==> config.mk <==
export PLATFORM = sky130hd
export DESIGN_NAME = regbus_xcvr
export DESIGN_NICKNAME = d
export VERILOG_FILES = /design/src/rtl/xcvr_pkg.sv /design/src/rtl/xcvr_strobe_edge.sv /design/src/rtl/xcvr_store_reg.sv /design/src/rtl/xcvr_half_lane.sv /design/src/rtl/regbus_xcvr.sv
export SDC_FILE = /design/constraint.sdc
export NUM_CORES = 1
export LEC_CHECK = 0
export BUFFER_PORTS_ARGS = -buffer_cell sky130_fd_sc_hd__buf_2
export CAP_MARGIN = 20
export CORE_AREA = 2 2 88 64
export CTS_BUF_LIST = sky130_fd_sc_hd__clkbuf_16
export CTS_CLUSTER_SIZE = 28
export DETAILED_ROUTE_END_ITERATION = 8
export DIE_AREA = 0 0 90 66
export PLACE_DENSITY = 0.67
export SETUP_SLACK_MARGIN = 0.15
export SLEW_MARGIN = 20
export SYNTH_ARGS = -nofsm -noshare
export SYNTH_HDL_FRONTEND = slang
export SYNTH_SLANG_ARGS = --single-unit
==> constraint.sdc <==
create_clock -name clk -period 1 [get_ports clk]
set_clock_uncertainty 0.1 [all_clocks]
set_input_delay 0.1 -clock clk [delete_from_list [all_inputs] [get_ports clk]]
set_output_delay 0.1 -clock clk [all_outputs]
set_load 0.02 [all_outputs]
==> src/rtl/xcvr_pkg.sv <==
// Package: shared defaults and the path-select encoding of the transceiver.
// Assumes nothing; it only holds constants and types.
package xcvr_pkg;

    localparam int DEF_HALF_W  = 8;
    localparam int DEF_HALVES  = 2;

    // Source chosen for the driven port.
    typedef enum logic {
        PATH_LIVE   = 1'b0,
        PATH_STORED = 1'b1
    } path_sel_e;

endpackage

==> src/rtl/xcvr_strobe_edge.sv <==
// Module: turns level strobes sampled on clk into one-cycle rise flags.
// Assumes the strobes are synchronous to clk. The previous sample clears to
// zero on reset, so a strobe already high after reset counts as a rise.
module xcvr_strobe_edge #(
    parameter int N = 2
) (
    input  logic         clk,
    input  logic         rst_n,
    input  logic [N-1:0] strobe,
    output logic [N-1:0] rise
);

    logic [N-1:0] prev_q;

    // Keep the strobe sample from the previous edge.
    always_ff @(posedge clk) begin
        if (!rst_n) prev_q <= '0;
        else        prev_q <= strobe;
    end

    // Flag a rise where the strobe is high now and was low at the last edge.
    always_comb begin
        rise = strobe & ~prev_q;
    end

endmodule

==> src/rtl/xcvr_store_reg.sv <==
// Module: a data register with a load enable and synchronous active-low clear.
// Assumes load is already a single-cycle pulse.
module xcvr_store_reg #(
    parameter int W = 8
) (
    input  logic         clk,
    input  logic         rst_n,
    input  logic         load,
    input  logic [W-1:0] d,
    output logic [W-1:0] q
);

    // Hold the value; take d on load; clear on reset.
    always_ff @(posedge clk) begin
        if (!rst_n)    q <= '0;
        else if (load) q <= d;
    end

endmodule

==> src/rtl/xcvr_half_lane.sv <==
// Module: one independent half of the transceiver. Two registers, two
// live/stored multiplexers and the output gating for both ports.
// Assumes the drive_a and drive_b flags are never set together.
module xcvr_half_lane
    import xcvr_pkg::*;
#(
    parameter int W = DEF_HALF_W
) (
    input  logic         clk,
    input  logic         rst_n,
    input  logic         load_a,
    input  logic         load_b,
    input  logic         sel_ab,
    input  logic         sel_ba,
    input  logic         drive_a,
    input  logic         drive_b,
    input  logic [W-1:0] a_in,
    input  logic [W-1:0] b_in,
    output logic [W-1:0] a_out,
    output logic [W-1:0] b_out
);

    logic [W-1:0] reg_a;
    logic [W-1:0] reg_b;
    logic [W-1:0] toward_b;
    logic [W-1:0] toward_a;

    xcvr_store_reg #(.W(W)) u_reg_a (
        .clk   (clk),
        .rst_n (rst_n),
        .load  (load_a),
        .d     (a_in),
        .q     (reg_a)
    );

    xcvr_store_reg #(.W(W)) u_reg_b (
        .clk   (clk),
        .rst_n (rst_n),
        .load  (load_b),
        .d     (b_in),
        .q     (reg_b)
    );

    // Pick live A or the A-side register for the B port.
    always_comb begin
        if (path_sel_e'(sel_ab) == PATH_STORED) toward_b = reg_a;
        else                                    toward_b = a_in;
    end

    // Pick live B or the B-side register for the A port.
    always_comb begin
        if (path_sel_e'(sel_ba) == PATH_STORED) toward_a = reg_b;
        else                                    toward_a = b_in;
    end

    // Zero any port that this half does not drive.
    always_comb begin
        a_out = drive_a ? toward_a : '0;
        b_out = drive_b ? toward_b : '0;
    end

endmodule

==> src/rtl/regbus_xcvr.sv <==
// Module: registered bidirectional transceiver made of independent halves.
// Assumes the strobe inputs are synchronous to clk and that the two sides of
// each port are wired externally. Direction is shared by all halves.
module regbus_xcvr
    import xcvr_pkg::*;
#(
    parameter int HALF_W = DEF_HALF_W,
    parameter int HALVES = DEF_HALVES
) (
    input  logic                     clk,
    input  logic                     rst_n,
    input  logic [HALVES-1:0]        oe_n,
    input  logic                     dir,
    input  logic [HALVES-1:0]        a_cap,
    input  logic [HALVES-1:0]        b_cap,
    input  logic [HALVES-1:0]        sel_ab,
    input  logic [HALVES-1:0]        sel_ba,
    input  logic [HALVES*HALF_W-1:0] a_in,
    input  logic [HALVES*HALF_W-1:0] b_in,
    output logic [HALVES*HALF_W-1:0] a_out,
    output logic [HALVES-1:0]        a_oe,
    output logic [HALVES*HALF_W-1:0] b_out,
    output logic [HALVES-1:0]        b_oe
);

    localparam int BUS_W = HALVES * HALF_W;

    logic [HALVES-1:0] rise_a;
    logic [HALVES-1:0] rise_b;
    logic [HALVES-1:0] drive_a;
    logic [HALVES-1:0] drive_b;
    logic [BUS_W-1:0]  a_out_w;
    logic [BUS_W-1:0]  b_out_w;

    xcvr_strobe_edge #(.N(HALVES)) u_edge_a (
        .clk    (clk),
        .rst_n  (rst_n),
        .strobe (a_cap),
        .rise   (rise_a)
    );

    xcvr_strobe_edge #(.N(HALVES)) u_edge_b (
        .clk    (clk),
        .rst_n  (rst_n),
        .strobe (b_cap),
        .rise   (rise_b)
    );

    // Decode the per-half enable and the shared direction into port drives.
    always_comb begin
        drive_b = ~oe_n & {HALVES{dir}};
        drive_a = ~oe_n & {HALVES{~dir}};
    end

    for (genvar h = 0; h < HALVES; h++) begin : g_half
        xcvr_half_lane #(.W(HALF_W)) u_lane (
            .clk     (clk),
            .rst_n   (rst_n),
            .load_a  (rise_a[h]),
            .load_b  (rise_b[h]),
            .sel_ab  (sel_ab[h]),
            .sel_ba  (sel_ba[h]),
            .drive_a (drive_a[h]),
            .drive_b (drive_b[h]),
            .a_in    (a_in[h*HALF_W +: HALF_W]),
            .b_in    (b_in[h*HALF_W +: HALF_W]),
            .a_out   (a_out_w[h*HALF_W +: HALF_W]),
            .b_out   (b_out_w[h*HALF_W +: HALF_W])
        );
    end

    // Route the lane results and drive flags to the ports.
    always_comb begin
        a_out = a_out_w;
        b_out = b_out_w;
        a_oe  = drive_a;
        b_oe  = drive_b;
    end

endmodule

==> flow_summary_export.csv <==
group,metric,value,unit
outcome,status,"complete, but fails checks",
outcome,violations,"negative setup slack",
layout,mostFrequentLayoutCells,"nand2_1, mux2i_1, buf_2",
power,p_sw,1.10,mW
global_routing,overflow,0,
global_routing,antenna_found_initial,0,
floorplanning,num_rows,22,
power,sequentialPowerShare,0.388,
layout,fill_cells,388,
placed_design,gp_congestion,0.698,
setup_path,arrival,1.00,ns
setup_path,critPathMaxFanout,2,
sta,fin_ws,-0.199,ns
routing,drc,0,
global_routing,met3_usage,0.0490,
setup_path,cp-end-kind,"primary output",
routing,vias_per_cell,4.69,
placed_design,io_buffers,80,
synth,yosysSeqAreaShare,0.363,
global_routing,grt_max_degree,35,
synth,yosys_register_bits,36,
setup_path,crit_path_start_kind,"flip-flop",
sta,rsz0062_at_grt,"yes",
sta,final-max-slew-violation-count,0,
sta,timing.fmax,834,MHz
floorplanning,die_x,90,um
routing,routedWlPerCell,13.2,um
layout,nets,394,
clock_tree,numCtsBuffers,5,
global_routing,grt_pass1_vias,1957,
layout,post-route-util,0.693,
synth,syn-num-nets,281,
routing,ant_nets,0,
setup_path,crit_start,"g_half[1].u_lane.u_reg_b.q[7]",
power,p_sw_frac,0.267,
power,finalPower,4.12,mW
clock_tree,cts_sinks,36,
sta,min_period_over_period,1.20,
setup_path,criticalPathCategory,"reg2out",
worst_hold_path,hold_path_class,"in2reg",
floorplanning,dieArea,0.00594,mm^2
power,pwr-share-comb,0.262,
layout,area_growth,79.0,%
power,p_leak,1.59,nW
synth,yosys_warnings,0,
layout,drive_gt1_frac,0.493,
clock_tree,tritoncts,"yes",
clock_tree,cts_max_path_buffers,2,
routing,drtPass1Iterations,4,
clock_tree,htree_levels,2,
sta,setup_viol,32,
routing,drt_iter0_markers,50,
global_routing,grt.met1_usage,0.232,
layout,antenna_cells,0,
clock_tree,clockRootBuffer,"clkbuf_16",
placed_design,place_area,0.00257,mm^2
sta,fin_setup_tns,-4.69,ns
setup_path,reg2reg_from,"u_edge_b.prev_q[0]",
power,ir_worst_vdd,836,uV
global_routing,gr-max-usage-layer,"met2",
floorplanning,start_util,0.387,
sta,hold_violations,0,
clock_tree,clk_pin_slew,0.05,ns
synth,netlist_area,0.00198,mm^2
placed_design,dp_slack,-0.101,ns
sta,finalCriticalPeriod,1.20,ns
power,powerDensity,1160,mW/mm^2
worst_hold_path,min_from,"b_in[8]",
floorplanning,chipHeight,66,um
sta,worst_pin_slew,0.337,ns
global_routing,grt_pass1_wl,8.97,mm
synth,ys_types,16,
setup_path,crit_required,0.80,ns
placed_design,place_hpwl,3.03,mm
power,power.share.clock,0.350,
floorplanning,coreArea,0.00512,mm^2
routing,wl,5.55,mm
routing,vias,1976,
layout,fin_area,0.00355,mm^2
power,internal_power,3.02,mW
sta,max-slew-margin-rel,0.776,
layout,final_common_cell,"nand2_1",
global_routing,grtUsageTotal,0.185,
clock_tree,clock_latency,0.27,ns
job,drv_cap,0,
floorplanning,ios,81,
synth,netlist_instances,236,
global_routing,met2_usage,0.328,
synth,syn_area_per_cell,8.40,um^2
-- per-stage QoR --
| stage | instances | hold WS (ns) |
|---|---|---|
| global placement | 374 | 0.218 |
| floorplan | 236 | 0.122 |
| CTS | 418 | 0.000462 |
| global route | 421 | 0.0265 |
| finish | 421 | 0.0109 |
| detailed placement | 374 | 0.217 |
-- worst max-delay path, stage by stage (launching register included) --
cell and delay [ns]:
dfxtp_2 0.32, mux2i_1 0.06, buf_4 0.15, nor2_4 0.08, buf_6 0.12
-- cell usage after synthesis --
library cell | instances | share of area
mux2i_1 | 64 | 0.32
nand2_1 | 64 | 0.12
dfxtp_1 | 36 | 0.36
nor2_1 | 32 | 0.061
buf_2 | 10 | 0.025
buf_4 | 9 | 0.034
and2_1 | 4 | 0.013
nor2b_1 | 4 | 0.013
clkbuf_1 | 2 | 0.0038
inv_1 | 2 | 0.0038
inv_2 | 2 | 0.0038
nand2b_1 | 2 | 0.0063
or2_1 | 2 | 0.0063
buf_12 | 1 | 0.010
buf_6 | 1 | 0.0057
buf_8 | 1 | 0.0076
-- kinds of logic (layout without fill, tap and decap cells) --
logic type,after synthesis,after routing,synth area share
and+or+nand+nor,108,108,0.220
DFF,36,36,0.363
muxes,64,64,0.323
buffers and inverters,28,141,0.0940
-- layout make-up --
type	instances	area, um^2	area share
sequential	36	761	0.214
tap	72	90.1	0.0254
timing repair buffer	130	1200	0.337
clock inverter	2	7.51	0.00211
multi-input combinational	172	1340	0.377
clock buffer	5	125	0.0352
inverter	4	30.0	0.00846
-- flip-flops by register name (all words and copies together) (netlist names) --
| signal | flops |
|---|---|
| u_edge_b.prev_q | 2 |
| g_half.u_lane.u_reg_a.q | 16 |
| u_edge_a.prev_q | 2 |
| g_half.u_lane.u_reg_b.q | 16 |
-- final timing paths --
check / endpoint / slack (ns) / cells past startpoint
worst max-delay path: a_out[15] / -0.20 / 4
worst min-delay path: g_half[1].u_lane.u_reg_b.q[0] / 0.01 / 3
worst max register to register: g_half[0].u_lane.u_reg_b.q[0] / 0 / 3
worst min register to register: g_half[1].u_lane.u_reg_a.q[2] / 0.35 / 2
-- layer usage --
layer | part of all wire | vias to the layer above
li1 | - | 985
met1 | 0.45 | 912
met2 | 0.48 | 75
met3 | 0.067 | 4
met4 | 0.0043 | 0
met5 | 0 | -
-- power groups by stage --
stage | registers, mW | logic (mW) | clock network [mW]
after floorplan | 1.59 | 0.545 | 0
after global placement | 1.59 | 0.735 | 0
after detailed placement | 1.60 | 0.748 | 0
after CTS | 1.58 | 0.997 | 1.48
after global routing | 1.61 | 1.16 | 1.54
final | 1.60 | 1.08 | 1.44
-- what timing repair did --
| item | in CTS | in global routing |
|---|---|---|
| buffers inserted | 0 | 2 |
| resized for setup | 101 | 35 |
| setup endpoints to repair | 68 | 67 |
| pin swaps | 15 | 8 |
| hold buffers | 35 | 0 |
| endpoints found under the hold margin | 35 | 0 |
| gates cloned | 2 | 1 |
No activity file was read; power rests on OpenSTA's default activity.
